<file path="src/rtl/cfp_pkg.sv">
package cfp_pkg;
  localparam int unsigned DEF_NCH     = 16;
  localparam int unsigned DEF_TICKS   = 8;
  localparam int unsigned DEF_PSUM_W  = 16;
  localparam int unsigned DEF_SHIFT_W = 4;
  localparam int unsigned DEF_SUM_W   = 5;
  localparam int unsigned DEF_ABS_W   = 24;
endpackage

</file>
<file path="src/rtl/cfp_tick_ctr.sv">
module cfp_tick_ctr #(
  parameter int unsigned TICKS  = 8,
  parameter int unsigned CODE_W = $clog2(TICKS)
)(
  input  logic              clk,
  input  logic              rst_n,
  output logic [CODE_W-1:0] tick_o,
  output logic              frame_last_o,
  output logic              live_o
);
  logic [CODE_W-1:0] tick_q, tick_n;
  logic              live_q, live_n;
  logic              last;

  always_comb begin
    last   = (tick_q == CODE_W'(TICKS - 1));
    tick_n = last ? '0 : tick_q + 1'b1;
    live_n = live_q | last;
  end

  always_ff @(posedge clk or negedge rst_n) begin
    if (!rst_n) begin
      tick_q <= '0;
      live_q <= 1'b0;
    end else begin
      tick_q <= tick_n;
      live_q <= live_n;
    end
  end

  assign tick_o       = tick_q;
  assign frame_last_o = last;
  assign live_o       = live_q;
endmodule

</file>
<file path="src/rtl/cfp_chan_slot.sv">
module cfp_chan_slot #(
  parameter int unsigned PSUM_W  = 16,
  parameter int unsigned SHIFT_W = 4,
  parameter int unsigned SUM_W   = 5,
  parameter int unsigned CODE_W  = 3,
  parameter int unsigned BYTE_W  = SUM_W + CODE_W
)(
  input  logic               clk,
  input  logic               rst_n,
  input  logic               hit_i,
  input  logic [PSUM_W-1:0]  psum_i,
  input  logic [SHIFT_W-1:0] shift_i,
  input  logic [CODE_W-1:0]  tick_i,
  input  logic               frame_last_i,
  output logic [BYTE_W-1:0]  img_o
);
  logic [PSUM_W-1:0] shifted;
  logic [SUM_W-1:0]  comp;
  logic              take;

  logic              have_q, have_n;
  logic [SUM_W-1:0]  sum_q, sum_n;
  logic [CODE_W-1:0] code_q, code_n;
  logic [BYTE_W-1:0] img_q, img_n;
  logic              cap_en, img_en;

  // compression: shift then saturate to the field width
  always_comb begin
    shifted = psum_i >> shift_i;
    comp    = (|shifted[PSUM_W-1:SUM_W]) ? '1 : shifted[SUM_W-1:0];
    take    = hit_i && (comp != '0) && !have_q;
  end

  // next state: first usable hit wins, image handed over on the last tick
  always_comb begin
    have_n = have_q;
    sum_n  = sum_q;
    code_n = code_q;
    img_n  = img_q;
    cap_en = frame_last_i | take;
    img_en = frame_last_i;
    if (frame_last_i) begin
      have_n = 1'b0;
      sum_n  = '0;
      code_n = '0;
      img_n  = take ? {comp, tick_i} : {sum_q, code_q};
    end else if (take) begin
      have_n = 1'b1;
      sum_n  = comp;
      code_n = tick_i;
    end
  end

  always_ff @(posedge clk or negedge rst_n) begin
    if (!rst_n) begin
      have_q <= 1'b0;
      sum_q  <= '0;
      code_q <= '0;
    end else if (cap_en) begin
      have_q <= have_n;
      sum_q  <= sum_n;
      code_q <= code_n;
    end
  end

  always_ff @(posedge clk or negedge rst_n) begin
    if (!rst_n)      img_q <= '0;
    else if (img_en) img_q <= img_n;
  end

  assign img_o = img_q;
endmodule

</file>
<file path="src/rtl/cfp_lane_mux.sv">
module cfp_lane_mux #(
  parameter int unsigned NCH    = 16,
  parameter int unsigned TICKS  = 8,
  parameter int unsigned BYTE_W = 8,
  parameter int unsigned CODE_W = $clog2(TICKS),
  parameter int unsigned LANES  = NCH / TICKS,
  parameter int unsigned CH_W   = $clog2(NCH)
)(
  input  logic                    clk,
  input  logic                    rst_n,
  input  logic [BYTE_W-1:0]       img_i [NCH],
  input  logic [CODE_W-1:0]       tick_i,
  input  logic                    live_i,
  output logic [LANES*BYTE_W-1:0] bytes_o,
  output logic                    sof_o
);
  logic [LANES*BYTE_W-1:0] bytes_q, bytes_n;
  logic                    sof_q, sof_n;

  always_comb begin
    bytes_n = '0;
    for (int j = 0; j < LANES; j++) begin
      if (live_i)
        bytes_n[j*BYTE_W +: BYTE_W] = img_i[CH_W'(int'(tick_i) * LANES + j)];
    end
    sof_n = live_i && (tick_i == '0);
  end

  always_ff @(posedge clk or negedge rst_n) begin
    if (!rst_n) begin
      bytes_q <= '0;
      sof_q   <= 1'b0;
    end else begin
      bytes_q <= bytes_n;
      sof_q   <= sof_n;
    end
  end

  assign bytes_o = bytes_q;
  assign sof_o   = sof_q;
endmodule

</file>
<file path="src/rtl/cfp_frame_decoder.sv">
module cfp_frame_decoder #(
  parameter int unsigned NCH    = 16,
  parameter int unsigned TICKS  = 8,
  parameter int unsigned SUM_W  = 5,
  parameter int unsigned ABS_W  = 24,
  parameter int unsigned CODE_W = $clog2(TICKS),
  parameter int unsigned BYTE_W = SUM_W + CODE_W,
  parameter int unsigned LANES  = NCH / TICKS,
  parameter int unsigned CH_W   = $clog2(NCH),
  parameter int unsigned FRM_W  = ABS_W - CODE_W
)(
  input  logic                    clk,
  input  logic                    rst_n,
  input  logic                    sof_i,
  input  logic [LANES*BYTE_W-1:0] bytes_i,
  output logic [LANES-1:0]        hit_o,
  output logic [LANES*CH_W-1:0]   chan_o,
  output logic [LANES*SUM_W-1:0]  sum_o,
  output logic [LANES*ABS_W-1:0]  tick_o
);
  logic [FRM_W-1:0]  fcnt_q, fcnt_n;
  logic [FRM_W-1:0]  cur_q, cur_n;
  logic [CODE_W-1:0] slot_q, slot_n;
  logic              seen_q, seen_n;

  logic [LANES-1:0]       hit_q, hit_n;
  logic [LANES*CH_W-1:0]  chan_q, chan_n;
  logic [LANES*SUM_W-1:0] sum_q, sum_n;
  logic [LANES*ABS_W-1:0] tick_q, tick_n;

  always_comb begin
    cur_n  = sof_i ? fcnt_q : cur_q;
    fcnt_n = sof_i ? fcnt_q + 1'b1 : fcnt_q;
    slot_n = sof_i ? '0 : slot_q + 1'b1;
    seen_n = sof_i | seen_q;
    for (int j = 0; j < LANES; j++) begin
      hit_n[j] = seen_n && (bytes_i[j*BYTE_W+CODE_W +: SUM_W] != '0);
      chan_n[j*CH_W +: CH_W]   = CH_W'(int'(slot_n) * LANES + j);
      sum_n[j*SUM_W +: SUM_W]  = bytes_i[j*BYTE_W+CODE_W +: SUM_W];
      tick_n[j*ABS_W +: ABS_W] = {cur_n, bytes_i[j*BYTE_W +: CODE_W]};
    end
  end

  always_ff @(posedge clk or negedge rst_n) begin
    if (!rst_n) begin
      fcnt_q <= '0;
      cur_q  <= '0;
      slot_q <= '0;
      seen_q <= 1'b0;
      hit_q  <= '0;
    end else begin
      fcnt_q <= fcnt_n;
      cur_q  <= cur_n;
      slot_q <= slot_n;
      seen_q <= seen_n;
      hit_q  <= hit_n;
    end
  end

  // field registers only load for lanes that carry a hit
  always_ff @(posedge clk or negedge rst_n) begin
    if (!rst_n) begin
      chan_q <= '0;
      sum_q  <= '0;
      tick_q <= '0;
    end else begin
      for (int j = 0; j < LANES; j++) begin
        if (hit_n[j]) begin
          chan_q[j*CH_W +: CH_W]   <= chan_n[j*CH_W +: CH_W];
          sum_q[j*SUM_W +: SUM_W]  <= sum_n[j*SUM_W +: SUM_W];
          tick_q[j*ABS_W +: ABS_W] <= tick_n[j*ABS_W +: ABS_W];
        end
      end
    end
  end

  assign hit_o  = hit_q;
  assign chan_o = chan_q;
  assign sum_o  = sum_q;
  assign tick_o = tick_q;
endmodule

</file>
<file path="src/rtl/chan_frame_packer.sv">
module chan_frame_packer
  import cfp_pkg::*;
#(
  parameter int unsigned NCH         = DEF_NCH,
  parameter int unsigned FRAME_TICKS = DEF_TICKS,
  parameter int unsigned PSUM_W      = DEF_PSUM_W,
  parameter int unsigned SHIFT_W     = DEF_SHIFT_W,
  parameter int unsigned SUM_W       = DEF_SUM_W,
  parameter int unsigned ABS_W       = DEF_ABS_W,
  localparam int unsigned CODE_W     = $clog2(FRAME_TICKS),
  localparam int unsigned BYTE_W     = SUM_W + CODE_W,
  localparam int unsigned LANES      = NCH / FRAME_TICKS,
  localparam int unsigned CH_W       = $clog2(NCH)
)(
  input  logic                    clk,
  input  logic                    rst_n,
  input  logic [SHIFT_W-1:0]      shift_i,
  input  logic [NCH-1:0]          hit_i,
  input  logic [NCH*PSUM_W-1:0]   psum_i,
  output logic [LANES*BYTE_W-1:0] tx_bytes_o,
  output logic                    tx_sof_o,
  output logic [LANES-1:0]        dec_hit_o,
  output logic [LANES*CH_W-1:0]   dec_chan_o,
  output logic [LANES*SUM_W-1:0]  dec_sum_o,
  output logic [LANES*ABS_W-1:0]  dec_tick_o
);
  logic [CODE_W-1:0] tick;
  logic              frame_last;
  logic              live;
  logic [BYTE_W-1:0] img [NCH];

  cfp_tick_ctr #(.TICKS(FRAME_TICKS), .CODE_W(CODE_W)) u_tick (
    .clk(clk), .rst_n(rst_n),
    .tick_o(tick), .frame_last_o(frame_last), .live_o(live)
  );

  for (genvar c = 0; c < NCH; c++) begin : g_chan
    cfp_chan_slot #(
      .PSUM_W(PSUM_W), .SHIFT_W(SHIFT_W), .SUM_W(SUM_W),
      .CODE_W(CODE_W), .BYTE_W(BYTE_W)
    ) u_slot (
      .clk(clk), .rst_n(rst_n),
      .hit_i(hit_i[c]),
      .psum_i(psum_i[c*PSUM_W +: PSUM_W]),
      .shift_i(shift_i),
      .tick_i(tick),
      .frame_last_i(frame_last),
      .img_o(img[c])
    );
  end

  cfp_lane_mux #(
    .NCH(NCH), .TICKS(FRAME_TICKS), .BYTE_W(BYTE_W),
    .CODE_W(CODE_W), .LANES(LANES), .CH_W(CH_W)
  ) u_mux (
    .clk(clk), .rst_n(rst_n),
    .img_i(img), .tick_i(tick), .live_i(live),
    .bytes_o(tx_bytes_o), .sof_o(tx_sof_o)
  );

  cfp_frame_decoder #(
    .NCH(NCH), .TICKS(FRAME_TICKS), .SUM_W(SUM_W), .ABS_W(ABS_W),
    .CODE_W(CODE_W), .BYTE_W(BYTE_W), .LANES(LANES), .CH_W(CH_W),
    .FRM_W(ABS_W - CODE_W)
  ) u_dec (
    .clk(clk), .rst_n(rst_n),
    .sof_i(tx_sof_o), .bytes_i(tx_bytes_o),
    .hit_o(dec_hit_o), .chan_o(dec_chan_o),
    .sum_o(dec_sum_o), .tick_o(dec_tick_o)
  );
endmodule

</file>
<file path="config.mk">
export PLATFORM = sky130hd
export DESIGN_NAME = chan_frame_packer
export DESIGN_NICKNAME = d
export VERILOG_FILES = /design/src/rtl/cfp_pkg.sv /design/src/rtl/cfp_tick_ctr.sv /design/src/rtl/cfp_chan_slot.sv /design/src/rtl/cfp_lane_mux.sv /design/src/rtl/cfp_frame_decoder.sv /design/src/rtl/chan_frame_packer.sv
export SDC_FILE = /design/constraint.sdc
export NUM_CORES = 1
export LEC_CHECK = 0
export ABC_AREA = 1
export BUFFER_PORTS_ARGS = -buffer_cell sky130_fd_sc_hd__buf_2
export CORE_ASPECT_RATIO = 1.2
export CORE_MARGIN = 3
export CORE_UTILIZATION = 35
export CTS_CLUSTER_SIZE = 30
export DETAILED_ROUTE_END_ITERATION = 7
export GPL_TIMING_DRIVEN = 0
export HOLD_SLACK_MARGIN = 0.15
export PLACE_DENSITY = 0.6
export SLEW_MARGIN = 15
export SYNTH_ARGS = -nofsm -noshare
export SYNTH_HDL_FRONTEND = slang
export SYNTH_SLANG_ARGS = --single-unit
export TNS_END_PERCENT = 100
</file>
<file path="constraint.sdc">
create_clock -name clk -period 2.95 [get_ports clk]
set_clock_uncertainty 0.05 [all_clocks]
set_input_delay 0.4425 -clock clk [delete_from_list [all_inputs] [get_ports clk]]
set_output_delay 0.4425 -clock clk [all_outputs]
set_load 0.01 [all_outputs]
</file>
==> summary by stage, run 1 <==
Setup path
The depth of the worst register-to-register path is 6. The startpoint type of the worst setup path is a primary input. The largest stage delay on the critical path is approximately 0.55 ns. Data arrives at the worst endpoint at between 3 and 4 ns. The type of the worst setup path is primary input to flip-flop. For this design, the slowest cell found on the critical path is buf_2. The highest net fanout along the worst path is 10.

Walking the worst path, the cells encountered are buf_2, inv_2, buf_2, buf_2, buf_2, nand3_1, nand3_1, nand3_1, nand2_1, inv_1, nor2_1, nand4_1, nand3_1, nand2_1. The worst register-to-register path begins at u_tick.tick_o[1]$_DFF_PN0_. In this run the register-to-register setup slack is about 0.21 ns. The endpoint required time on the critical path is 3.32 ns. The capture instance of the worst register-to-register path is g_chan[7].u_slot.code_q[1]$_DFFE_PN0P_. The worst setup path is captured at a flip-flop.

STA
For the pin with the worst max-slew slack, the measured transition is about 1.3 ns. Setup repair after global routing could not meet its margin everywhere. The final max-slew violation count was 0.

The number of failing hold endpoints at the final stage came to 0. The peak clock frequency supported by timing is around 330 MHz. In this run the tightest slew margin relative to its limit is 0.1638. The final cycle utilization of the critical path is 1.034. The slack of the critical path is -0.09993 ns. The minimum period implied by the final worst setup slack is 3.050 ns. Hold is met by around 0.37 ns.

The number of failing setup endpoints in the final timing report is 2.

Synthesis
The Yosys step of the flow raised 0 warnings. When the netlist entered floorplanning its net count stood at roughly 4900. In the post-synthesis netlist, the biggest area contributors are dfrtp_1 (35%), nand2_1 (24%), nand3_1 (15%). Of the synthesized area, sequential elements account for 0.3538.

The cell area that synthesis handed to floorplanning was 0.02871 sq mm. After synthesis, the share of flip-flops with an asynchronous set or reset is 1.000. Of the post-synthesis cell area, the dominant cell type holds 0.3538. Synthesis inferred just over 400 register bits.

The most used flip-flop cell after synthesis is dfrtp_1. The post-synthesis average cell area is ~6.3 sq um. The cell accounting for the most synthesized area is dfrtp_1.

The distinct cell type count after synthesis is 40. Yosys mapped a number of flops with a built-in enable equal to 0. The cell count after synthesis is around 4600.

GRT
The via count of the first global-routing pass is 32585. The number of antenna violations at the first check in global routing is 9. The residual overflow from global routing is 0.

The global-route wire length before repair is 237200 um. Entering global routing, the biggest net connects about 100 pins. The total global routing track utilization is 0.3873.

Placed design
The final estimated routing congestion in global placement is between 1 and 1.5. Buffers placed on the I/O ports in this run total 343. Prior to clock tree synthesis, the placed netlist has a worst setup slack of -1.129 ns. The HPWL after detailed placement is about 130000 um.

Route
In this run the remaining antenna-violating nets after routing total 0. The total wirelength of the detailed-routed design is between 150000 and 200000 um. The detailed router's first-iteration violation count is 4211.

Using the TritonRoute via totals, the vias-per-cell ratio works out to 5.721. In the final routed layout, each cell accounts on average for between 20 and 30 um. The total vias in the final route is 34565. The number of design rule violations left after detail routing is 0. The first TritonRoute pass finished after 7 iterations.

Flow run
The max-cap check violation count is 0.

Clocking
TritonCTS built the clock tree. At the later pin of the worst-skew pair, clock insertion delay measures around 0.54 ns. The clock drives between 400 and 500 sinks. No sink is reached through more buffers than the 3 on the longest clock path. The TritonCTS buffer count is 36. The count of buffers added by post-CTS timing repair for setup is 0. Clock-pin slew was measured on the worst setup and hold paths at roughly 0.070 ns. The H-tree was split into 2 levels. The cell at the root of the clock tree is clkbuf_16.

Status
The run finished, with violations left. The final reports fail on setup timing.

Layout
After filler insertion, the fill cell instance count of the layout stands at 8940. Of the cells placed in the final design, the portion with a size suffix greater than 1 is 0.1270. The library cells used most frequently in the layout, excluding fill and tap cells, are nand2_1 (1829), nand3_1 (864), buf_2 (436). The library cell used most frequently in the layout, excluding fill and tap cells, is nand2_1. The layout-stage area growth over the synthesis result is 15.91%. The count of nets after finishing is roughly 5300.

Die
The die covers between 0.08 and 0.09 sq mm. The core region is about 0.081 sq mm. The count of standard-cell rows is 114. The horizontal extent of the die is ~270 um. The floorplan step set the die height to ~320 um.

The number of top-level pins is around 360. For this configuration, the core starts out at a cell density of 0.3550.

Power and ir drop
Across the VDD grid, the largest voltage drop is about 0.36 mV. In this run the static leakage power is around 18 nW. After layout, the design draws a total of 15.98 mW. The power density over the cells is just under 500 mW/mm^2.

Hold path
The worst min-delay path class is primary input to async pin.
[logic make-up after synthesis]
group | after synthesis | share of synthesized area
other | 1 | 0.0001306
adder cells (fa/ha/maj) | 6 | 0.002614
XOR/XNOR | 17 | 0.005186
AO/OA/AOI/OAI | 297 | 0.05621
flip-flops | 406 | 0.3538
buffers and inverters | 559 | 0.08210
AND/OR/NAND/NOR | 3295 | 0.4999
[per-layer routing]
metal | vias to the layer above | GRT usage | routed length (um) | share of wire
met1 | 16222 | 0.4791 | 66080 | 0.39
met2 | 2088 | 0.6281 | 76570 | 0.45
met3 | 537 | 0.05794 | 14330 | 0.084
met4 | 8 | 0.2532 | 13460 | 0.079
li1 | 15710 | - | - | -
met5 | - | 0 | 61 | 0.00036
[worst max-delay path: cells and delay by family]
family | cells | cell delay (ns)
simple gates | 8 | 1.55
buf+inv | 6 | 1.39
[through the flow]
step	cell area [sq um]	setup TNS, ns	cells	utilization
detailed placement	31860	-233.30	5972	0.3940
global route	33270	-0.01323	6038	0.4114
global placement	31740	-3032.87	5968	0.3924
floorplan	28710	0	4581	-
CTS	33230	0	6035	0.4109
finish	33280	-0.1749	6042	0.4115
[where the power goes]
group	switching (mW)	total, mW	internal (mW)
Clock	2.17	5.24	3.07
Combinational	3.13	4.34	1.20
Sequential	0.323	6.40	6.08
[state kept, by name (all words and copies together), names as in the netlist]
register / flops
g_chan.u_slot.code_q: 48
u_dec.sum_o: 10
u_dec.tick_o: 48
g_chan.u_slot.have_q: 16
u_dec.seen_q: 1
g_chan.u_slot.sum_q: 80
g_chan.u_slot.img_o: 128
u_dec.cur_q: 21
u_dec.chan_o: 7
u_tick.live_o: 1
u_dec.slot_q: 3
u_mux.sof_o: 1
u_mux.bytes_o: 16
u_dec.hit_o: 2
u_dec.fcnt_q: 21
u_tick.tick_o: 3
[timing repair]
action / 4_1_cts / 5_1_grt
hold buffers: 1 / 0
gates resized for setup: 33 / 30
endpoints found under the hold margin: 53 / 0
setup endpoints to repair: 272 / 194
[cell type report]
class,instances,area (sq um),area share
Multi-Input combinational cell,3616,16200,0.4868
Sequential cell,406,10160,0.3053
Timing Repair Buffer,348,1847,0.05549
Buffer,285,1430,0.04297
Tap cell,1044,1306,0.03925
Clock buffer,49,1071,0.03218
Inverter,273,1025,0.03079
Clock inverter,14,225.2,0.006767
Antenna cell,7,17.52,0.0005263
[how the worst max path moves through the flow]
stage                                                          to  startpoint  cells after the start
after global placement      g_chan[8].u_slot.sum_q[3]$_DFFE_PN0P_       rst_n                      1
after CTS                   g_chan[4].u_slot.img_o[3]$_DFFE_PN0P_  shift_i[2]                     12
after floorplan            g_chan[0].u_slot.code_q[2]$_DFFE_PN0P_  shift_i[0]                     17
final                      g_chan[12].u_slot.img_o[3]$_DFFE_PN0P_  shift_i[1]                     14
after global routing      g_chan[11].u_slot.code_q[2]$_DFFE_PN0P_  shift_i[1]                     16
after detailed placement   g_chan[10].u_slot.img_o[6]$_DFFE_PN0P_  shift_i[2]                     14
[Yosys cell counts, drive strengths merged, types with 6 or more instances]
cell type and number:
a21oi 65, o211ai 16, a31oi 16, or2 6, clkinv 18, nand4 157
nand3 883, ha 6, o21ai 163, clkbuf 117, nor3 9, inv 255
o22ai 33, buf 169, xor2 15, dfrtp 406, nor2 384, nand2 1845
No activity file was read; power rests on OpenSTA's default activity.
==> run 2, diff against run 1 <==
Settings changed: CORE_ASPECT_RATIO 1.2 to default.
Clock period 2.95 ns to 2.85 ns, I/O delays scaled along.
==> summary by stage, run 2 (synthesis gave the netlist of run 1 again) <==
Status
The run finished, with violations left. The final reports fail on setup timing.

Route
The total vias in the final route is around 36000. In the final routed layout, each cell accounts on average for approximately 27 um. Once detail routing completed, the nets flagged for antenna violations numbered 0. The total wirelength of the detailed-routed design is 165400 um. The length of the first detailed-routing pass in iterations is 7. For this block, the initial DRC count from the detailed router was approximately 5300.

The number of design rule violations left after detail routing is 0. Dividing the detail-routed via count by the number of cells gives ~5.9.

Layout
The most common cell after layout, fill and taps aside is nand2_1. In the final layout, the share of cells above drive strength 1 is 0.1301. The library cells used most frequently in the layout, excluding fill and tap cells, are nand2_1 (1829), nand3_1 (864), buf_2 (424). From synthesis to final layout, the design area changed by 16.40%. The layout filler cell count is around 9000. Measured on the finished design, the core utilization comes to 0.4130. For this run, the number of standard cells in the final layout without fillers is between 6000 and 7000. The count of nets after finishing is around 5300. The number of flip-flops under the largest register name is about 130.

STA
In the post-route analysis, the smallest setup slack over all paths is -0.1226 ns. Dividing the final minimum period by the clock period gives 1.043. The number of failing setup endpoints in the final timing report is 18. The number of failing hold endpoints at the final stage is 0. The sum of negative setup slack is -0.7650 ns. Static timing analysis puts the maximum clock frequency at between 300 and 400 MHz.

Hold is met by about 0.36 ns. The worst-case headroom to the max-slew limit is 0.1533. The slew at the pin closest to its max-slew limit is around 1.3 ns.

The final max-slew violation count is 0. After layout, the minimum clock period comes to 2.973 ns.

Placed design
Detailed placement ended at an HPWL of 127400 um. The cell count after placement is 5988. The congestion estimate from routability-driven global placement came to roughly 1.1. During placement, the flow inserted port buffers numbering between 300 and 400.

Setup path
The register-to-register setup slack is 0.19 ns. The worst register-to-register path begins at u_tick.tick_o[1]$_DFF_PN0_. The beginning of the critical path is shift_i[2]. The endpoint required time on the critical path is 3.27 ns.

The type of the worst setup path is primary input to flip-flop. The worst endpoint data arrival time is 3.40 ns. In this run the worst path has a maximum fanout of 10.

The kind of capture point of the worst setup path is a flip-flop. The worst setup path is launched from a primary input.

Clocking
The maximum count of clock buffers along a single path is 3. At the later pin of the worst-skew pair, clock insertion delay measures 0.57 ns. In this run the number of H-tree levels came out at 2. After clock tree synthesis, the clock-pin slew on the worst setup and hold paths is approximately 0.070 ns.

The TritonCTS clock tree is yes. After clock tree synthesis, the setup repair step added 0 buffers. The cell at the root of the clock tree is clkbuf_16. The TritonCTS buffer count is 39.

The tree built by TritonCTS fans out to roughly 400 sinks.

Power and ir drop
IR analysis of the VDD net gives a maximum drop of 0.3416 mV. For this design the static power due to leakage is approximately 18 nW. The power density over the cells is around 500 mW/mm^2.

Die
The floorplan step defined a die boundary enclosing about 0.086 sq mm. In this run the count of I/O pins placed on the die edge is roughly 360. The floorplan step set the die height to roughly 300 um. The floorplan has approximately 100 rows. The die is ~290 um wide.

The starting density of the core is 0.3548. The area of the core is ~0.081 sq mm.

GRT
The total global routing track utilization is 0.3734. The number of antenna violations at the first check in global routing was 11. The via count of the first global-routing pass was ~34000. The global-route wire length before repair is 231300 um. The residual overflow from global routing is 0. The largest net degree at the start of global routing is between 100 and 150.

Hold path
The min-delay analysis places its worst path in the category primary input to flip-flop. The worst hold path begins at hit_i[0].

Flow run
Across the run, the number of max-cap violations was 0.
-- run 2: area by class of cell --
cell class,count,area (sq um),area share
Multi-Input combinational cell,3616,16210,0.4849
Clock inverter,12,133.9,0.004006
Antenna cell,5,12.51,0.0003743
Clock buffer,58,1209,0.03616
Sequential cell,406,10160,0.3040
Buffer,285,1505,0.04503
Inverter,273,1025,0.03066
Timing Repair Buffer,348,1847,0.05525
Tap cell,1060,1326,0.03968
-- run 2: repair_timing --
item / CTS / global route
hold buffers: 1 / 0
endpoints found under the hold margin: 58 / 0
setup endpoints to repair: 271 / 171
resized for setup: 47 / 72
cloned: 0 / 0
-- run 2: final timing paths --
kind | endpoint | depth (start not counted)
worst max register to register | g_chan[10].u_slot.sum_q[0]$_DFFE_PN0P_ | 6
worst min-delay path | g_chan[0].u_slot.img_o[2]$_DFFE_PN0P_ | 4
worst min register to register | u_dec.slot_q[0]$_DFF_PN0_ | 1
max in group asynchronous | g_chan[11].u_slot.sum_q[4]$_DFFE_PN0P_ | 4
min in group asynchronous | g_chan[5].u_slot.sum_q[3]$_DFFE_PN0P_ | 2
worst max-delay path | g_chan[10].u_slot.img_o[4]$_DFFE_PN0P_ | 13
-- run 2: worst max-delay path: stages --
cell and delay (ns):
buf_2 0.16, buf_2 0.36, buf_1 0.93, nand3_1 0.28, nand3_1 0.13, nand2_1 0.11, nand2_1 0.09, nor2_2 0.05
nand3b_4 0.12, nand3_2 0.25, nand2_1 0.17, nand3_1 0.16, nand2_1 0.10
-- run 2: power breakdown --
| part | leakage, nW | internal, mW | switching (mW) | total [mW] |
|---|---|---|---|---|
| clock network | 0.662 | 3.13 | 2.35 | 5.48 |
| registers | 4.81 | 6.30 | 0.363 | 6.66 |
| logic | 12.4 | 1.25 | 3.20 | 4.46 |
| total | 17.8 | 10.7 | 5.91 | 16.6 |
-- run 2: stage by stage --
step           instance area, sq um  worst slack [ns]  power, mW
3_3_place_gp                  31760            -7.073      10.93
4_1_cts                       33320           0.01212      16.43
6_report                      33420           -0.1226      16.59
2_1_floorplan                 28710            0.6541      9.023
3_5_place_dp                  31880            -1.183      10.96
5_1_grt                       33410        -0.0007396      17.26
-- run 2: routing by layer --
metal,part of all wire,up-vias,wire length (um),GRT usage
met2,0.42,2240,70030,0.5665
met5,0.00025,-,41,0
met1,0.39,17139,64230,0.4903
met4,0.074,6,12300,0.2177
li1,-,15712,-,-
met3,0.11,659,18840,0.08257
